$ cat src/rtl/sdx_pkg.sv
package sdx_pkg;

    localparam int SEL_W     = 3;
    localparam int DAC_W     = 8;
    localparam int SHDN_W    = 3;
    localparam int ADC_W     = 12;
    localparam int TX_LEN    = SEL_W + 1 + DAC_W + SHDN_W + 1;
    localparam int RX_LEN    = 50;
    localparam int TX_IDX_W  = $clog2(TX_LEN);
    localparam int RX_IDX_W  = $clog2(RX_LEN);
    localparam int SEL_IW    = $clog2(SEL_W);
    localparam int RES_IW    = $clog2(ADC_W);

    // incoming slot map
    localparam int SEL_LAST  = 2 * SEL_W - 1;
    localparam int MARK_0    = 16;
    localparam int MARK_1    = 17;
    localparam int RES_FIRST = 20;
    localparam int RES_LAST  = RES_FIRST + 2 * ADC_W - 1;
    localparam int PG_SLOT   = RX_LEN - 1;

    typedef enum logic {PH_LOW = 1'b0, PH_HIGH = 1'b1} phase_e;

    typedef struct packed {
        logic [SEL_W-1:0]  sel;
        logic [DAC_W-1:0]  data;
        logic [SHDN_W-1:0] shdn;
    } tx_fields_t;

    typedef struct packed {
        logic [SEL_W-1:0] sel_a;
        logic [SEL_W-1:0] sel_b;
        logic [ADC_W-1:0] res_a;
        logic [ADC_W-1:0] res_b;
        logic             pgood;
    } rx_result_t;

    // outgoing word, bit TX_LEN-1 is sent first
    function automatic logic [TX_LEN-1:0] pack_tx(input tx_fields_t f);
        return {f.sel, 1'b0, f.data, f.shdn, 1'b0};
    endfunction

endpackage

$ cat src/rtl/sdx_bit_timer.sv
module sdx_bit_timer
    import sdx_pkg::*;
(
    input  logic                clk,
    input  logic                rst,
    input  logic                run,
    output logic                active,
    output logic                ser_clk,
    output logic [TX_IDX_W-1:0] tx_idx,
    output logic [RX_IDX_W-1:0] rx_idx,
    output logic                sample_en,
    output logic                load_en
);
    phase_e phase;
    logic   advance_en;
    logic   tx_wrap;
    logic   rx_wrap;

    assign tx_wrap    = (tx_idx == TX_IDX_W'(TX_LEN - 1));
    assign rx_wrap    = (rx_idx == RX_IDX_W'(RX_LEN - 1));
    assign sample_en  = active && (phase == PH_LOW);
    assign advance_en = active && (phase == PH_HIGH);
    assign ser_clk    = (phase == PH_HIGH);
    assign load_en    = run && !rst && (!active || (advance_en && tx_wrap));

    always_ff @(posedge clk) begin
        if (rst || !run) begin
            active <= 1'b0;
            phase  <= PH_LOW;
            tx_idx <= '0;
            rx_idx <= '0;
        end else if (!active) begin
            active <= 1'b1;
        end else if (phase == PH_LOW) begin
            phase <= PH_HIGH;
        end else begin
            phase  <= PH_LOW;
            tx_idx <= tx_wrap ? '0 : tx_idx + 1'b1;
            rx_idx <= rx_wrap ? '0 : rx_idx + 1'b1;
        end
    end
endmodule

$ cat src/rtl/sdx_tx.sv
module sdx_tx
    import sdx_pkg::*;
(
    input  logic                clk,
    input  logic                rst,
    input  logic                load_en,
    input  logic                active,
    input  logic [TX_IDX_W-1:0] tx_idx,
    input  tx_fields_t          fields,
    output logic                ser_out
);
    logic [TX_LEN-1:0]   word_q;
    logic [TX_IDX_W-1:0] bit_pos;

    assign bit_pos = TX_IDX_W'(TX_LEN - 1) - tx_idx;
    assign ser_out = active && word_q[bit_pos];

    always_ff @(posedge clk) begin
        if (rst) begin
            word_q <= '0;
        end else if (load_en) begin
            word_q <= pack_tx(fields);
        end
    end
endmodule

$ cat src/rtl/sdx_rx.sv
module sdx_rx
    import sdx_pkg::*;
(
    input  logic                clk,
    input  logic                rst,
    input  logic                sample_en,
    input  logic [RX_IDX_W-1:0] rx_idx,
    input  logic                ser_in,
    output rx_result_t          result,
    output logic                res_valid,
    output logic                frame_err
);
    rx_result_t          shadow;
    logic                marker_ok;
    logic [RX_IDX_W-1:0] res_off;
    logic [SEL_IW-1:0]   sel_pos;
    logic [RES_IW-1:0]   res_pos;
    logic                in_sel;
    logic                in_res;

    assign in_sel  = (rx_idx <= RX_IDX_W'(SEL_LAST));
    assign in_res  = (rx_idx >= RX_IDX_W'(RES_FIRST)) && (rx_idx <= RX_IDX_W'(RES_LAST));
    assign res_off = rx_idx - RX_IDX_W'(RES_FIRST);
    assign sel_pos = SEL_IW'(SEL_W - 1) - SEL_IW'(rx_idx >> 1);
    assign res_pos = RES_IW'(ADC_W - 1) - RES_IW'(res_off >> 1);

    always_ff @(posedge clk) begin
        if (rst) begin
            shadow    <= '0;
            result    <= '0;
            marker_ok <= 1'b0;
            res_valid <= 1'b0;
            frame_err <= 1'b0;
        end else begin
            res_valid <= 1'b0;
            frame_err <= 1'b0;
            if (sample_en) begin
                if (in_sel) begin
                    if (rx_idx[0]) shadow.sel_a[sel_pos] <= ser_in;
                    else           shadow.sel_b[sel_pos] <= ser_in;
                end
                if (in_res) begin
                    if (res_off[0]) shadow.res_a[res_pos] <= ser_in;
                    else            shadow.res_b[res_pos] <= ser_in;
                end
                if (rx_idx == RX_IDX_W'(MARK_0)) marker_ok <= ser_in;
                if (rx_idx == RX_IDX_W'(MARK_1)) marker_ok <= marker_ok & ser_in;
                if (rx_idx == RX_IDX_W'(PG_SLOT)) begin
                    if (marker_ok) begin
                        result.sel_a <= shadow.sel_a;
                        result.sel_b <= shadow.sel_b;
                        result.res_a <= shadow.res_a;
                        result.res_b <= shadow.res_b;
                        result.pgood <= ser_in;
                        res_valid    <= 1'b1;
                    end else begin
                        frame_err    <= 1'b1;
                    end
                end
            end
        end
    end
endmodule

$ cat src/rtl/sdx_engine.sv
module sdx_engine
    import sdx_pkg::*;
(
    input  logic              clk,
    input  logic              rst,
    input  logic              sys_run,
    input  logic [SEL_W-1:0]  dac_sel,
    input  logic [DAC_W-1:0]  dac_data,
    input  logic [SHDN_W-1:0] pwr_shdn,
    output logic              ser_clk,
    output logic              ser_out,
    input  logic              ser_in,
    output logic [SEL_W-1:0]  adc_sel_a,
    output logic [SEL_W-1:0]  adc_sel_b,
    output logic [ADC_W-1:0]  adc_res_a,
    output logic [ADC_W-1:0]  adc_res_b,
    output logic              pgood,
    output logic              res_valid,
    output logic              frame_err
);
    logic                active;
    logic [TX_IDX_W-1:0] tx_idx;
    logic [RX_IDX_W-1:0] rx_idx;
    logic                sample_en;
    logic                load_en;
    tx_fields_t          fields;
    rx_result_t          result;

    assign fields.sel  = dac_sel;
    assign fields.data = dac_data;
    assign fields.shdn = pwr_shdn;

    sdx_bit_timer u_timer (
        .clk       (clk),
        .rst       (rst),
        .run       (sys_run),
        .active    (active),
        .ser_clk   (ser_clk),
        .tx_idx    (tx_idx),
        .rx_idx    (rx_idx),
        .sample_en (sample_en),
        .load_en   (load_en)
    );

    sdx_tx u_tx (
        .clk     (clk),
        .rst     (rst),
        .load_en (load_en),
        .active  (active),
        .tx_idx  (tx_idx),
        .fields  (fields),
        .ser_out (ser_out)
    );

    sdx_rx u_rx (
        .clk       (clk),
        .rst       (rst),
        .sample_en (sample_en),
        .rx_idx    (rx_idx),
        .ser_in    (ser_in),
        .result    (result),
        .res_valid (res_valid),
        .frame_err (frame_err)
    );

    assign adc_sel_a = result.sel_a;
    assign adc_sel_b = result.sel_b;
    assign adc_res_a = result.res_a;
    assign adc_res_b = result.res_b;
    assign pgood     = result.pgood;
endmodule

$ cat config.mk
export PLATFORM = sky130hd
export DESIGN_NAME = sdx_engine
export DESIGN_NICKNAME = d
export VERILOG_FILES = /design/src/rtl/sdx_pkg.sv /design/src/rtl/sdx_bit_timer.sv /design/src/rtl/sdx_tx.sv /design/src/rtl/sdx_rx.sv /design/src/rtl/sdx_engine.sv
export SDC_FILE = /design/constraint.sdc
export NUM_CORES = 1
export LEC_CHECK = 0
export ABC_AREA = 1
export CORE_UTILIZATION = 44
export DETAILED_ROUTE_END_ITERATION = 8
export DONT_BUFFER_PORTS = 1
export SETUP_SLACK_MARGIN = 0.1
export SYNTH_ARGS = -nofsm -noshare
export SYNTH_HDL_FRONTEND = slang
export SYNTH_SLANG_ARGS = --single-unit
$ cat constraint.sdc
create_clock -name clk -period 1.7 [get_ports clk]
set_clock_uncertainty 0.15 [all_clocks]
set_input_delay 0.34 -clock clk [delete_from_list [all_inputs] [get_ports clk]]
set_output_delay 0.34 -clock clk [all_outputs]
set_load 0.03 [all_outputs]
==> flow_summary_export.csv <==
group,metric,value,unit
yosys,syn_nets,613,
timing,setup_violations,58,
worst_setup_path,required,1.21,ns
clock_tree,cts_buffers,9,
yosys,netlist_top_cells_area,"dfxtp_1 44%, nand2_1 12%, nor2_1 11%",
yosys,synthArstFlopShare,0,%
run,maxCapViolations,0,
floorplanning,die_w,98.7,microns
floorplanning,row_count,34,
status,violations,"setup timing",
yosys,synth_flop_cell,"dfxtp_1",
yosys,ys_seq_area_share,43.8,%
clock_tree,htreeDepth,3,
drt,drt_iter0_markers,197,
timing,relSlewSlack,72.1,%
clock_tree,clock_latency,0.37,ns
placement,io_buffers,0,
yosys,synth.distinct_cells,29,
final_layout,final_area,6040,sq um
global_routing,overflow,0,
global_routing,grt_usage,24.2,%
yosys,synth.avg_cell_area,7.03,sq um
timing,max_freq,0.504,GHz
timing,hold_viol,0,
drt,vias_per_cell,5.40,
yosys,synth_edf_count,0,
final_layout,drive_gt1_share,39.2,%
drt,dr_total_vias,4067,
clock_tree,numClockSinks,90,
worst_setup_path,worst_ep_arrival_time,1.49,ns
drt,wl_per_cell,15.9,microns
floorplanning,core-area,8890,sq um
timing,finalCriticalPeriod,1.98,ns
floorplanning,floorplan.initialDensity,46.3,%
timing,finalCritPeriodShare,117,%
power_and_ir_drop,leakagePower,2.17,nW
drt,drc_errors,0,
floorplanning,io_pins,53,
yosys,synth_top_area_share,43.8,%
drt,drt-total-wl,12.0,mm
global_routing,grt_pass1_wl,18.7,mm
final_layout,fin_cells,753,
clock_tree,cts.clk_slew.worst_paths,0.10,ns
placement,dpl_cell_area,4390,sq um
power_and_ir_drop,ir_drop,445,uV
global_routing,grt_max_degree,40,
timing,timing.final.ws_setup,-0.284,ns
worst_setup_path,end_kind,"output port",
status,status,"finished, violations left",
min_path,hp-class,"input pin to flip-flop",
placement,dp.final_hpwl,6.60,mm
yosys,yosys_warnings,0,
drt,ant_nets,0,
worst_setup_path,path_class,"flip-flop to output port",
placement,gp_congestion,0.867,
placement,dpl.cell_count,692,
yosys,yosysTopAreaCell,"dfxtp_1",
yosys,synth_seq_cells,90,
final_layout,final_nets,668,
floorplanning,die_area,9740,sq um
power_and_ir_drop,power_density,630,nW/um^2
final_layout,antenna_cells,0,
drt,first_pass_iters,5,
timing,drv_slew,0,
clock_tree,clockRootBuffer,"clkbuf_8",
clock_tree,cts_tree,"yes",
yosys,synth_area,4110,sq um
worst_setup_path,worstPathMaxFanout,6,
final_layout,area_growth,46.9,%
global_routing,antenna_found_initial,0,
yosys,netlist_instances,585,
worst_setup_path,worst_setup_path_start_kind,"flip-flop",
global_routing,grt_pass1_vias,3745,
clock_tree,cts_buffer_depth,2,
timing,worstMarginPinSlew,0.417,ns
timing,rsz0062_at_grt,"yes",
floorplanning,fp.dieH,98.7,microns
==> logic make-up after synthesis <==
group | synth area share [%]
adders and majority gates | 3.04
xor gates and xnor gates | 0.639
buffers and inverters | 8.91
AOI/OAI and AO/OA | 8.76
DFF | 43.8
and+or+nand+nor | 34.8
==> final timing paths <==
kind         slack (ns)         startpoint         endpoint  cells past startpoint
max               -0.28  u_timer.tx_idx[0]          ser_out                      5
min                0.08            sys_run   u_timer.active                      2
max reg2reg       -0.14  u_timer.rx_idx[1]  u_rx.shadow[13]                      9
min reg2reg        0.33    u_rx.shadow[21]  u_rx.result[21]                      2
==> stage by stage <==
| stage | utilization, % | hold slack [ns] | total power [mW] | setup WS, ns | setup TNS [ns] |
|---|---|---|---|---|---|
| finish | 68.0 | 0.0848 | 3.80 | -0.284 | -1.34 |
| global route | 68.0 | 0.0881 | 3.94 | -0.358 | -6.79 |
| CTS | 63.0 | 0.0519 | 3.80 | -0.254 | -0.904 |
| detailed placement | 49.4 | 0.264 | 2.34 | -0.0142 | -0.0460 |
| global placement | 49.4 | 0.263 | 2.34 | 0.0110 | 0 |
| floorplan | - | 0.296 | 2.31 | 0.0800 | 0 |
==> registers in the layout (all words and copies together) (netlist names), 4 cells and up <==
register and count:
u_timer.rx_idx 6, u_rx.shadow 30, u_timer.tx_idx 4, u_rx.result 31
u_tx.word_q 14
==> per-layer routing <==
metal  GRT usage [%]  vias to the layer above  wire (microns)  share of wire [%]
met5               0                        -               0                  0
met4            7.81                        0             196                1.6
met3            5.18                       21             708                5.9
met2            37.1                      136            5480                 46
met1            34.1                     1888            5590                 47
li1                -                     2022               -                  -
==> report_power, final <==
| part | switching, mW | internal [mW] | total (mW) |
|---|---|---|---|
| registers | 0.0141 | 2.13 | 2.14 |
| clock network | 0.829 | 0.589 | 1.42 |
| logic | 0.142 | 0.103 | 0.246 |
| total | 0.986 | 2.82 | 3.80 |
==> area by class of cell <==
| cell class | instances | area (sq um) |
|---|---|---|
| clock inverter | 6 | 50.0 |
| fill | 699 | 2850 |
| timing repair buffer | 73 | 872 |
| inverter | 53 | 214 |
| clock buffer | 10 | 138 |
| multi-input combinational | 413 | 2810 |
| tap | 108 | 135 |
| sequential | 90 | 1830 |
==> layout by cell type (no fill, tap or decap), types with 7 or more instances in the layout <==
cell	Yosys	layout
inv_1	50	36
nor2_2	1	12
dfxtp_1	90	81
nor2_1	118	92
buf_6	4	15
inv_2	2	12
nand2_1	128	81
nor2_4	2	17
nand4_1	33	33
a21oi_1	37	8
buf_4	3	27
buf_12	0	7
nand3_4	0	7
a21oi_2	1	28
nand3_1	44	16
nand2_2	2	23
nand3_2	2	25
dlygate4sd3_1	0	15
clkbuf_8	0	10
nand2_4	0	22
==> synth_stat cells, types with 2 or more instances <==
library cell and count:
a211oi_1 2, a21oi_1 37, buf_1 3, buf_2 8, buf_4 3, buf_6 4
clkbuf_1 13, dfxtp_1 90, ha_1 10, inv_1 50, inv_2 2, nand2_1 128
nand2_2 2, nand3_1 44, nand3_2 2, nand4_1 33, nor2_1 118, nor2_4 2
nor3_1 3, o211ai_1 2, o21ai_0 10, o21ai_1 5, o31ai_1 6, xor2_1 3
==> worst max-delay path: stages (launching register included) <==
cell and delay [ns]:
dfxtp_2 0.35, buf_6 0.13, o211ai_1 0.21, nand3_1 0.13, a21oi_2 0.20, nor2_4 0.10
==> what timing repair did <==
action / CTS / global route
pin swaps: 68 / 56
resized for setup: 153 / 105
hold buffers: 16 / 0
setup buffers: 14 / 7
gates cloned: 9 / 1
hold endpoints to repair: 54 / 0
endpoints found under the setup margin: 69 / 79
(Power assumes the default switching activity.)
